==> src/rtl/cmdseq_pkg.sv <==
package cmdseq_pkg;
  localparam int INSTR_W = 32;
  localparam int TMR_W   = 30;
  localparam int REG_AW  = 9;

  typedef enum logic [1:0] {
    ST_IDLE  = 2'd0,
    ST_FETCH = 2'd1,
    ST_EXEC  = 2'd2,
    ST_WAIT  = 2'd3
  } seq_state_t;

  function automatic logic instr_is_write(input logic [INSTR_W-1:0] w);
    return w[INSTR_W-1];
  endfunction

  // timer length, a zero count behaves as one cycle
  function automatic logic [TMR_W-1:0] instr_wait_len(input logic [INSTR_W-1:0] w);
    return (w[TMR_W-1:0] == '0) ? TMR_W'(1) : w[TMR_W-1:0];
  endfunction

  function automatic logic [REG_AW-1:0] instr_reg_addr(input logic [INSTR_W-1:0] w);
    return {w[30:24], 2'b00};
  endfunction

  function automatic logic [INSTR_W-1:0] instr_reg_data(input logic [INSTR_W-1:0] w);
    return {8'h00, w[23:0]};
  endfunction
endpackage

==> src/rtl/cmdseq_slot_pick.sv <==
module cmdseq_slot_pick #(
  parameter int NUM_SEQ = 4,
  parameter int BASE_W  = 8,
  parameter int LEN_W   = 9,
  localparam int SEL_W  = (NUM_SEQ > 1) ? $clog2(NUM_SEQ) : 1
) (
  input  logic [SEL_W-1:0]          sel,
  input  logic [NUM_SEQ*BASE_W-1:0] base_all,
  input  logic [NUM_SEQ*LEN_W-1:0]  len_all,
  output logic [BASE_W-1:0]         base,
  output logic [LEN_W-1:0]          len
);
  logic [BASE_W-1:0] base_tab [NUM_SEQ];
  logic [LEN_W-1:0]  len_tab  [NUM_SEQ];

  for (genvar g = 0; g < NUM_SEQ; g++) begin : g_slot
    assign base_tab[g] = base_all[g*BASE_W +: BASE_W];
    assign len_tab[g]  = len_all[g*LEN_W +: LEN_W];
  end

  always_comb begin
    base = base_tab[0];
    len  = len_tab[0];
    for (int k = 0; k < NUM_SEQ; k++) begin
      if (sel == SEL_W'(k)) begin
        base = base_tab[k];
        len  = len_tab[k];
      end
    end
  end
endmodule

==> src/rtl/cmdseq_timer.sv <==
module cmdseq_timer #(
  parameter int CW = 30
) (
  input  logic          clk,
  input  logic          rst,
  input  logic          load,
  input  logic [CW-1:0] load_val,
  input  logic          run,
  output logic          expire
);
  logic [CW-1:0] cnt;

  always_ff @(posedge clk) begin
    if (rst)                     cnt <= '0;
    else if (load)               cnt <= load_val;
    else if (run && cnt != '0)   cnt <= cnt - 1'b1;
  end

  assign expire = (cnt == CW'(1));
endmodule

==> src/rtl/cmdseq_counter.sv <==
module cmdseq_counter #(
  parameter int CW = 16
) (
  input  logic          clk,
  input  logic          rst,
  input  logic          clr,
  input  logic          inc,
  output logic [CW-1:0] count
);
  always_ff @(posedge clk) begin
    if (rst || clr) count <= '0;
    else if (inc)   count <= count + 1'b1;
  end
endmodule

==> src/rtl/cmdseq_engine.sv <==
module cmdseq_engine
  import cmdseq_pkg::*;
#(
  parameter int NUM_SEQ = 4,
  parameter int MEM_AW  = 8,
  parameter int GAP_W   = 8,
  parameter int CNT_W   = 16,
  localparam int SEL_W  = (NUM_SEQ > 1) ? $clog2(NUM_SEQ) : 1,
  localparam int LEN_W  = MEM_AW + 1
) (
  input  logic                      clk,
  input  logic                      rst,
  input  logic                      run_en,
  input  logic                      hold,
  input  logic [SEL_W-1:0]          seq_sel,
  input  logic [NUM_SEQ*MEM_AW-1:0] seq_base_all,
  input  logic [NUM_SEQ*LEN_W-1:0]  seq_len_all,
  input  logic [GAP_W-1:0]          wr_gap,
  output logic                      mem_rd_en,
  output logic [MEM_AW-1:0]         mem_rd_addr,
  input  logic [INSTR_W-1:0]        mem_rd_data,
  output logic                      reg_wr_en,
  output logic [REG_AW-1:0]         reg_wr_addr,
  output logic [INSTR_W-1:0]        reg_wr_data,
  input  logic                      cnt_clr,
  output logic [CNT_W-1:0]          cmd_count,
  output logic                      busy,
  output logic                      done
);
  seq_state_t        state;
  logic [MEM_AW-1:0] pc;
  logic [LEN_W-1:0]  rem;
  logic              fin;

  logic [MEM_AW-1:0] sel_base;
  logic [LEN_W-1:0]  sel_len;
  logic              go, exec_fire, wr_cmd, gap_zero;
  logic              tmr_load, tmr_run, tmr_expire;
  logic [TMR_W-1:0]  tmr_val;

  cmdseq_slot_pick #(
    .NUM_SEQ(NUM_SEQ), .BASE_W(MEM_AW), .LEN_W(LEN_W)
  ) u_pick (
    .sel(seq_sel), .base_all(seq_base_all), .len_all(seq_len_all),
    .base(sel_base), .len(sel_len)
  );

  assign go        = run_en && !hold;
  assign exec_fire = (state == ST_EXEC) && go;
  assign wr_cmd    = instr_is_write(mem_rd_data);
  assign gap_zero  = (wr_gap == '0);
  assign tmr_load  = exec_fire && !(wr_cmd && gap_zero);
  assign tmr_val   = wr_cmd ? TMR_W'(wr_gap) : instr_wait_len(mem_rd_data);
  assign tmr_run   = (state == ST_WAIT) && go;

  cmdseq_timer #(.CW(TMR_W)) u_timer (
    .clk(clk), .rst(rst), .load(tmr_load), .load_val(tmr_val),
    .run(tmr_run), .expire(tmr_expire)
  );

  cmdseq_counter #(.CW(CNT_W)) u_count (
    .clk(clk), .rst(rst), .clr(cnt_clr), .inc(exec_fire), .count(cmd_count)
  );

  assign mem_rd_en   = (state == ST_FETCH) && go;
  assign mem_rd_addr = pc;
  assign busy        = (state != ST_IDLE);

  always_ff @(posedge clk) begin
    if (rst) begin
      state       <= ST_IDLE;
      pc          <= '0;
      rem         <= '0;
      fin         <= 1'b0;
      reg_wr_en   <= 1'b0;
      reg_wr_addr <= '0;
      reg_wr_data <= '0;
      done        <= 1'b0;
    end else begin
      reg_wr_en <= 1'b0;
      done      <= 1'b0;
      if (!run_en) begin
        state <= ST_IDLE;
        fin   <= 1'b0;
      end else if (!hold) begin
        case (state)
          ST_IDLE: begin
            if (!fin) begin
              fin <= 1'b1;
              pc  <= sel_base;
              rem <= sel_len;
              if (sel_len == '0) done  <= 1'b1;
              else               state <= ST_FETCH;
            end
          end
          ST_FETCH: state <= ST_EXEC;
          ST_EXEC: begin
            pc  <= pc + 1'b1;
            rem <= rem - 1'b1;
            if (wr_cmd) begin
              reg_wr_en   <= 1'b1;
              reg_wr_addr <= instr_reg_addr(mem_rd_data);
              reg_wr_data <= instr_reg_data(mem_rd_data);
            end
            if (wr_cmd && gap_zero) begin
              if (rem == LEN_W'(1)) begin
                done  <= 1'b1;
                state <= ST_IDLE;
              end else begin
                state <= ST_FETCH;
              end
            end else begin
              state <= ST_WAIT;
            end
          end
          ST_WAIT: begin
            if (tmr_expire) begin
              if (rem == '0) begin
                done  <= 1'b1;
                state <= ST_IDLE;
              end else begin
                state <= ST_FETCH;
              end
            end
          end
          default: state <= ST_IDLE;
        endcase
      end
    end
  end
endmodule

==> config.mk <==
export PLATFORM = sky130hd
export DESIGN_NAME = cmdseq_engine
export DESIGN_NICKNAME = d
export VERILOG_FILES = /design/src/rtl/cmdseq_pkg.sv /design/src/rtl/cmdseq_slot_pick.sv /design/src/rtl/cmdseq_timer.sv /design/src/rtl/cmdseq_counter.sv /design/src/rtl/cmdseq_engine.sv
export SDC_FILE = /design/constraint.sdc
export NUM_CORES = 1
export LEC_CHECK = 0
export BUFFER_PORTS_ARGS = -buffer_cell sky130_fd_sc_hd__buf_2
export CORE_MARGIN = 2
export CORE_UTILIZATION = 45
export CTS_CLUSTER_DIAMETER = 120
export DETAILED_ROUTE_END_ITERATION = 10
export PLACE_DENSITY = 0.73
export SKIP_CTS_REPAIR_TIMING = 1
export SYNTH_ARGS = -nofsm -noshare
export SYNTH_HDL_FRONTEND = slang
export SYNTH_SLANG_ARGS = --single-unit
==> constraint.sdc <==
create_clock -name clk -period 4.89 [get_ports clk]
set_clock_uncertainty 0.05 [all_clocks]
set_input_delay 0.978 -clock clk [delete_from_list [all_inputs] [get_ports clk]]
set_output_delay 0.978 -clock clk [all_outputs]
set_load 0.05 [all_outputs]
======== Word level (Yosys, flattened, before mapping) ========
Index checks and enable logic that the tools add are counted.
storage, ports and cells
  flip-flop bits (word level) ............. 99
  bits of input ports ..................... 115
  output and inout port bits .............. 69
  word-level logic and storage cells ...... 83
operators by class
  add/sub/neg operators ................... 4
  eq/ne operators ......................... 11
  mux-type cells .......................... 29
  bitwise gates (word level) .............. 3
  reduce and logical (&&, ||, !) cells .... 26
operator list
  kind                                                                    number
  30-bit two-way mux                                                      4
  9-bit two-way mux                                                       4
  8-bit two-way mux                                                       4
  30-bit by 1-bit equality test with 1-bit output, second input constant  1
  30-bit zero test                                                        1
  30-bit nonzero test                                                     1
  30-bit by 1-bit subtractor with 30-bit output, second input constant    1
  9-bit zero test                                                         2
  9-bit case mux with 2 select lines                                      1
  16-bit by 1-bit adder with 16-bit output, second input constant         1
  8-bit case mux with 2 select lines                                      1
  4-bit AND reduction                                                     3
  9-bit by 1-bit equality test with 1-bit output, second input constant   1
  1-bit two-way mux                                                       9
  9-bit by 1-bit subtractor with 9-bit output, second input constant      1
  8-bit by 1-bit adder with 8-bit output, second input constant           1
  2-bit equality test, second input constant                              4
  8-bit zero test                                                         1
  2-bit two-way mux                                                       4
  2-bit case mux with 4 select lines                                      1
  1-bit logical AND                                                       7
  2-bit != test, second input constant                                    3
  2-bit nonzero test                                                      3
  2-bit by 1-bit equality test with 1-bit output, second input constant   2
  other kinds (9)                                                         12

======== Depth between registers and ports, before layout ========
Gate-level depths: netlist (run 1).
  depth after elaboration ................. 8
  mapped depth ............................ 9
  depth with buffers taken out ............ 8

======== Modules after synthesis ========
Synthesis (run 1) repeated with hierarchy kept, for this count alone.
unflattened totals
  cell total of the unflattened synthesis .. 704
  area, all modules ....................... 5889.4 µm²
by module, submodules not included
  module            instances  cells an instance  area an instance (µm²)
  cmdseq_engine     1          373                2830.2
  cmdseq_timer      1          229                1891.8
  cmdseq_counter    1          81                 716.9
  cmdseq_slot_pick  1          21                 450.4

======== Worst setup path after synthesis (run 1) ========
OpenSTA, ideal clock, no wires.
  path type ............................... input to register
  start ................................... input seq_sel[0]
  end ..................................... register state[1]
  library setup time ...................... 0.060 ns
  arrival time ............................ 2.860 ns
  required time ........................... 4.780 ns
  path slack .............................. 1.920 ns
  cell stages on the path ................. 7
  cell sequence ........................... clkbuf_1 > buf_2 > mux4_2 > nor4_1 > nand3_1 > o211ai_1 > a32o_1
between the ends
  longest elaborated chain between the ends .. 7
  elaborated cells on any way between the ends .. 9
  those cells by class .................... 4 x eq/ne; 3 x mux; 2 x reduce/logical
ends and longest elaborated chain
  element                                         line                    text
  start: declaration                              cmdseq_engine.sv:15     input logic [SEL_W-1:0] seq_sel,
  2-bit by 1-bit equality test with 1-bit output  cmdseq_slot_pick.sv:25  if (sel == SEL_W'(k)) begin
  9-bit two-way mux (2 in a row)                  cmdseq_slot_pick.sv:25
  9-bit two-way mux *                             cmdseq_slot_pick.sv:25
  9-bit zero test *                               cmdseq_engine.sv:92     if (sel_len == '0) done <= 1'b1;
  2-bit != test (no line) *                       --
  4-bit AND reduction (no line) *                 --
  end signal: assignment                          cmdseq_engine.sv:93     else state <= ST_FETCH;
  end signal: assignment                          cmdseq_engine.sv:96     ST_FETCH: state <= ST_EXEC;
  end signal: assignment                          cmdseq_engine.sv:108    state <= ST_IDLE;
  end: declaration                                cmdseq_engine.sv:30     seq_state_t state;
Mark *: on every way between the ends. The rest lies on a longest branch, timed or not.
A chain may end at the register's enable or synchronous reset.

======== Worst setup path after layout (run 1) ========
  start ................................... input hold
  end ..................................... register u_timer.cnt[24]
between the ends
  longest elaborated chain between the ends .. 5
  elaborated cells on any way between the ends .. 8
  those cells by class .................... 1 x mux; 7 x reduce/logical
ends and longest elaborated chain
  element                                                          line                                      text
  start: declaration                                               cmdseq_engine.sv:14                       input logic hold,
  1-bit zero test *                                                --
  1-bit logical AND *                                              cmdseq_engine.sv:48                       assign go = run_en && !hold;
  1-bit logical AND (on tied branches)                             cmdseq_engine.sv:49, cmdseq_engine.sv:54
  1-bit logical AND (on tied branches)                             cmdseq_engine.sv:52, cmdseq_timer.sv:16
  30-bit two-way mux / 2-bit nonzero test (equally long branches)  --
  end signal: assignment                                           cmdseq_timer.sv:15                        else if (load) cnt <= load_val;
  end signal: assignment                                           cmdseq_timer.sv:16                        else if (run && cnt != '0) cnt <= cnt - 1'b1;
  end: declaration                                                 cmdseq_timer.sv:11                        logic [CW-1:0] cnt;
Marks and branches as above.

==> run metrics, run 1 <==
status=complete, no violations; number of buffer cells added on primary ports=173; Detail Placement HPWL=12200 um; sequence of cells on the critical path=buf_2 > and4bb_1 > o31ai_2 > buf_4 > a211oi_2 > buf_4 > buf_4 > nand2_1 > o21ai_0 > a32o_1; ratio of final minimum period to clock period=66.8%; post-route minimum period=3270 ps; final core area utilization=55.9%; average size of a mapped cell=8.14 um^2; Switch Pwr=490 uW; pin count of the biggest net entering global routing=47; register-to-register setup slack=1790 ps; Bufs and invs on worst path=4; Largest delay share family, worst path=compound AO/OA/AOI/OAI gates; Worst Setup End Kind=register; Total Neg Setup Slack=0 ps; met3 GRT Util=4.29%; register area share after synthesis=36.1%; share of power burned in the clock network=41.5%; unrepaired setup endpoints after global routing=no; async set-or-reset flop fraction in the synthesized netlist=0%; Max Buffers Root-to-Sink=2; kind of launch point of the worst setup path=input port; vias in the first global route=5547; antenna violations before repair=0; primary flip-flop cell chosen by synthesis mapping=dfxtp_1; most used cell, CP=buf_4; post-detailed-route DRC marker count=0; later-pin clock latency in the skew report=360 ps; Logic pwr share=13.8%; largest incremental delay on the critical path=610 ps; FP Rows=40; DR vias/cell=5.99; fmax=306 MHz; global routing usage on met1=30.7%; sum of overflow across all layers after global routing=0; initial detailed-routing violation count=452; met2 Use GR=42.9%; die extent in y=114 um; Yosys warning total=0; Yosys top cell area share=36.1%; CTS Buf Count=9; starting density of the core=45.9%; #FFs+latches synth=99; Worst Tran Pin Value=1090 ps; sinks on the clock net=99; Max Fanout on Critical Path=21; worst min-delay path class=register to register; floorplan die area=13100 um^2; CTS tree=yes; Synth area leaders=dfxtp_1, nand2_1, mux4_2, nor2_1, a21oi_1; first-pass GRT wire length=26400 um; number of different library cells in the post-synthesis netlist=62; total design power=1.86 mW; WL/cell=16.9 um; number of vias in the routed layout=5814; worst endpoint data arrival time=3520 ps; Worst VDD drop=0.162 mV; P_leak=2.80 nW; CTS root buf=clkbuf_16; Routed WL=16400 um; Pre-antenna DRT Iters=5; htree depth=3; synthesized area=5490 um^2; number of failing hold endpoints at the final stage=0; number of synthesized flops with an enable pin=0; CP max stage cell=and4bb_1; P&R area growth vs syn=21.8%; switching portion of total power=26.3%; post-detailed-route count of antenna-violating nets=0; Crit Path Category=input port to register; die extent in x=114 um; last weighted congestion value of the routability-driven placer=0.917; maximum capacitance violations=0; Clock Pin Slew Worst Setup and Hold Paths=70 ps; global-route usage over all layers=24.7%; Layout Nets=941; Final setup violation count=0; Slew Limit Fails=0; synthesized netlist cell count=675; layer with the highest usage=met2; cell taking the most area after synthesis=dfxtp_1; ant diodes=0; Power Dens Cells=278 nW/um^2; internal power of the cells=1.37 mW; total I/O pin count=184; worst max-slew margin expressed relative to the limit=27.1%; fillers=1086; fraction of final layout cells sized beyond drive strength 1=27.1%; area of the placeable core=12000 um^2; fraction of power consumed by sequential logic=44.6%; Req. time, crit path=5140 ps
-- placed cells by master (no fill, tap or decap), types with 12 or more instances in the layout --
cell	count
buf_2	173
a32o_1	12
nor4_1	16
xor2_1	16
nand2_1	102
o21ai_0	28
mux4_2	17
a21oi_1	54
nor2_1	73
nand3_1	19
nor3_1	20
dfxtp_1	99
-- metrics by stage --
| step | std cells | instance area (um^2) | worst slack (ps) | hold slack, ps |
|---|---|---|---|---|
| floorplan | 684 | 5530 | 1920 | 402 |
| global placement | 954 | 6370 | 1420 | 388 |
| detailed placement | 954 | 6370 | 1310 | 395 |
| CTS | 970 | 6690 | 1660 | 404 |
| global route | 970 | 6690 | 1400 | 421 |
| finish | 970 | 6690 | 1620 | 404 |
-- layout make-up --
class | instances | area (um^2) | share of cell area [%]
multi-input cells | 521 | 3270 | 48.8
flip-flops and latches | 99 | 1980 | 29.6
repair buffers | 178 | 903 | 13.5
clock buffers | 10 | 229 | 3.42
well taps | 147 | 184 | 2.75
clock inverters | 6 | 90.1 | 1.35
inverters | 9 | 33.8 | 0.505
-- power groups by stage --
stage	clock network (mW)	registers [mW]	logic, mW
global route	0.813	0.831	0.280
finish	0.773	0.830	0.258
CTS	0.779	0.830	0.256
global placement	0	0.848	0.250
floorplan	0	0.858	0.160
detailed placement	0	0.848	0.255
-- path summary, 6_finish.rpt --
| kind | from | end | cells after the start |
|---|---|---|---|
| hold / removal | reg_wr_data[5]$_SDFFE_PP0P_ | reg_wr_data[5]$_SDFFE_PP0P_ | 2 |
| setup / recovery | hold | u_timer.cnt[24]$_SDFFE_PP0P_ | 10 |
| hold reg to reg | reg_wr_data[5]$_SDFFE_PP0P_ | reg_wr_data[5]$_SDFFE_PP0P_ | 2 |
| setup reg to reg | state[1]$_SDFFE_PP0P_ | u_timer.cnt[24]$_SDFFE_PP0P_ | 9 |
-- flip-flops by register name (all words and copies together), names as in the netlist, 2 cells and up --
signal / count
mem_rd_addr: 8
reg_wr_addr: 7
reg_wr_data: 24
rem: 9
state: 2
u_count.count: 16
u_timer.cnt: 30
-- worst reg2reg max path, delay by kind of cell, from the launching register on --
| family | cells | cell delay (ps) |
|---|---|---|
| buffers and inverters | 3 | 770 |
| and+or+nand+nor | 2 | 660 |
| DFF | 1 | 600 |
| AOI/OAI and AO/OA | 4 | 990 |
-- Yosys cell counts (4+ instances only) --
cell / count
nand2_1: 102
dfxtp_1: 99
nor2_1: 73
a21oi_1: 54
clkbuf_1: 35
o21ai_0: 28
nor3_1: 20
nand3_1: 19
mux4_2: 17
nor4_1: 16
xor2_1: 16
a32o_1: 12
a211oi_1: 11
nand4_1: 11
and3_1: 10
buf_4: 10
a221oi_1: 9
inv_1: 9
xnor2_1: 9
a22oi_1: 8
ha_1: 8
a31oi_1: 7
buf_2: 7
or4_1: 7
o211ai_1: 6
or3_1: 6
and4_1: 5
and2_1: 4
nand2b_1: 4
nor3b_1: 4
-- kinds of logic after synthesis --
group           count (synthesis)  synth area share, %
other cells                     1               0.0683
simple gates                  297                 26.3
flops                          99                 36.1
fa+ha+maj                       8                 1.82
xor+xnor                       25                 3.99
compound gates                164                 19.6
buf+inv                        64                 5.22
mux                            17                 6.97
-- per-layer routing --
| layer | wire length (um) | up-vias |
|---|---|---|
| li1 | - | 2742 |
| met1 | 6810 | 2739 |
| met2 | 7880 | 304 |
| met3 | 1360 | 29 |
| met4 | 306 | 0 |
| met5 | 0 | - |
(Power assumes the default switching activity.)
==> inputs of run 2 (changes only) <==
- ABC_AREA: default -> 1
- PLACE_DENSITY: 0.73 -> 0.74
- clock period: 4.89 -> 2.95 ns (I/O delays scaled with it)
==> run metrics, run 2 <==
status=complete, no violations; sinks on the clock net=99 (unchanged); placed instance area=7130 um^2 (+12%); multiplexer share of the synthesized area=0% (-7.0 points); die extent in x=122 um (+6.4%); unrepaired setup endpoints after global routing=no; post-detailed-route count of antenna-violating nets=0 (unchanged); Routed WL=17500 um (+6.6%); Req. time, crit path=2310 ps (-2830 ps); htree depth=3 (unchanged); Yosys warning total=0 (unchanged); Worst Tran Pin Value=1060 ps (-35.0 ps); worst min-delay path class=input port to register; number of standard cells in the final layout excluding fillers=1305 (+35%); Detail Placement HPWL=12900 um (+6.0%); adder-cell area share of the yosys netlist=1.60% (-0.22 points); vias in the first global route=6233 (+12%); fillers=1415 (+30%); Largest delay share family, worst path=buffers and inverters; average size of a mapped cell=6.43 um^2 (-21%); worst max-slew margin expressed relative to the limit=29.3% (+2.3 points); fraction of final layout cells sized beyond drive strength 1=22.5% (-4.6 points); registers with the highest flip-flop counts=u_timer.cnt: 30 flops, reg_wr_data: 24 flops, u_count.count: 16 flops; last weighted congestion value of the routability-driven placer=0.905 (-1.3%); Clock Pin Slew Worst Setup and Hold Paths=80 ps (about the same); die extent in y=122 um (+6.4%); DR vias/cell=5.25 (-12%); Slew Limit Fails=0 (unchanged); primary flip-flop cell chosen by synthesis mapping=dfxtp_1; sum of overflow across all layers after global routing=0 (unchanged); fmax=467 MHz; #FFs+latches synth=99 (unchanged); number of vias in the routed layout=6854 (+18%); number of different library cells in the post-synthesis netlist=45 (-27%); antenna violations before repair=0 (unchanged); largest incremental delay on the critical path=370 ps (-240 ps); total I/O pin count=184 (unchanged); synthesized area=6250 um^2 (+14%); register area share after synthesis=31.7% (-4.4 points); P&R area growth vs syn=18.6%; Largest Register=u_timer.cnt; ant diodes=0 (unchanged); flip-flop count of the largest register after layout=30 (unchanged); cell taking the most area after synthesis=dfxtp_1; kind of launch point of the worst setup path=register; ratio of final minimum period to clock period=72.6%; later-pin clock latency in the skew report=360 ps (about the same); Worst Setup End Kind=output port; Power Dens Cells=442 nW/um^2 (+59%); Max Buffers Root-to-Sink=2 (unchanged); worst endpoint data arrival time=1500 ps (-2020 ps); synthesized netlist cell count=972 (+44%); maximum capacitance violations=0 (unchanged); number of failing hold endpoints at the final stage=0 (unchanged); compound-gate portion of the synthesized area=18.3% (-1.3 points); Max Fanout on Critical Path=6 (-71%); sequence of cells on the critical path=inv_2 > nand2_1 > nor2_1 > buf_2; Synth area leaders=dfxtp_1, nor2_1, nand2_1, o21ai_0, nand3_1; Layout Nets=1244 (+32%); combinational family with the most area after synthesis=simple AND/OR/NAND/NOR gates; WL/cell=13.4 um (-21%); CTS root buf=clkbuf_16; most common cell in the synthesized netlist=nor2_1; top post-synthesis cells by count=nor2_1, nand2_1, dfxtp_1, o21ai_0, nand3_1; Pre-antenna DRT Iters=5 (unchanged); async set-or-reset flop fraction in the synthesized netlist=0% (unchanged); placed cells=1290 (+35%); Yosys top cell area share=31.7% (-4.4 points); CTS tree=yes; number of synthesized flops with an enable pin=0 (unchanged); CTS Buf Count=9 (unchanged); CP max stage cell=dfxtp_1; Bufs and invs on worst path=2 (-2); area of the placeable core=13700 um^2 (+15%); pin count of the biggest net entering global routing=60 (+28%); P_leak=3.61 nW (+29%); FP Rows=43 (+7.5%); post-route minimum period=2140 ps; global-route usage over all layers=23.8% (-0.93 points); Total Neg Setup Slack=0 ps (unchanged); floorplan die area=14800 um^2 (+13%); most used cells in the layout excluding fill and tap cells=nor2_1, nand2_1, buf_2; post-detailed-route DRC marker count=0 (unchanged); Post-Synth XOR/XNOR Area=2.52% (-1.5 points); Crit Path Category=register to output port; initial detailed-routing violation count=364 (-19%); Sequential cell area=1980 um^2 (unchanged); Worst VDD drop=0.378 mV (+130%); area used by multi-input combinational logic=3720 um^2 (+14%); starting density of the core=45.5% (-0.39 points); number of buffer cells added on primary ports=173 (unchanged); Final setup violation count=0 (unchanged); first-pass GRT wire length=28700 um (+8.9%); Post-Synth Simple-Gate Area=36.6% (+10 points); commonest non-fill, non-tap cell in the layout=nor2_1; Non-Filler Cell Area, Final=7410 um^2 (+11%)
run 2: report_power, final:
group          total (mW)  switching [mW]  leakage, nW  internal (mW)
Sequential           1.40          0.0335        0.801           1.37
Combinational       0.712           0.462         2.67          0.250
Clock                1.17           0.578        0.136          0.588
run 2: cell families after synthesis:
logic type,after synthesis
DFF,99
AOI/OAI and AO/OA,208
adders and majority gates,8
and+or+nand+nor,517
other,1
buffers and inverters,121
xor gates and xnor gates,18
run 2: worst paths after layout:
kind	endpoint	depth (start not counted)	from	slack [ps]
min	reg_wr_addr[8]$_SDFFE_PP0P_	3	mem_rd_data[30]	410
min reg2reg	rem[6]$_SDFFE_PP0P_	2	rem[6]$_SDFFE_PP0P_	430
max reg2reg	u_timer.cnt[14]$_SDFFE_PP0P_	9	state[1]$_SDFFE_PP0P_	840
max	mem_rd_en	4	state[1]$_SDFFE_PP0P_	810
run 2: layout make-up:
class	instances	share of cell area, %
clock buffers	9	3.04
multi-input cells	761	50.2
clock inverters	6	0.794
inverters	70	3.58
flip-flops and latches	99	26.7
well taps	180	3.04
repair buffers	180	12.6
run 2: per-layer routing:
layer | part of all wire, % | wire, um | GRT usage (%) | up-vias
met3 | 6.2 | 1070 | 5.38 | 27
met5 | 0 | 0 | 0 | -
met4 | 1.9 | 337 | 7.69 | 0
li1 | - | - | - | 3493
met1 | 47 | 8210 | 32.5 | 3134
met2 | 45 | 7830 | 37.4 | 200
run 2: worst reg2reg max path: cells and delay by family (launching register included):
family                 cells  cell delay, ps
AND/OR/NAND/NOR            5            1000
AO/OA/AOI/OAI              1              70
buffers and inverters      3             440
flip-flops                 1             440
run 2: through the flow:
stage	utilization [%]	setup slack (ps)	hold slack (ps)	total power, mW
after detailed placement	51.9	585	425	2.13
final	54.0	809	408	3.28
after floorplan	-	760	408	1.95
after CTS	54.0	810	402	3.30
after global placement	51.9	609	404	2.13
after global routing	54.0	639	439	3.44
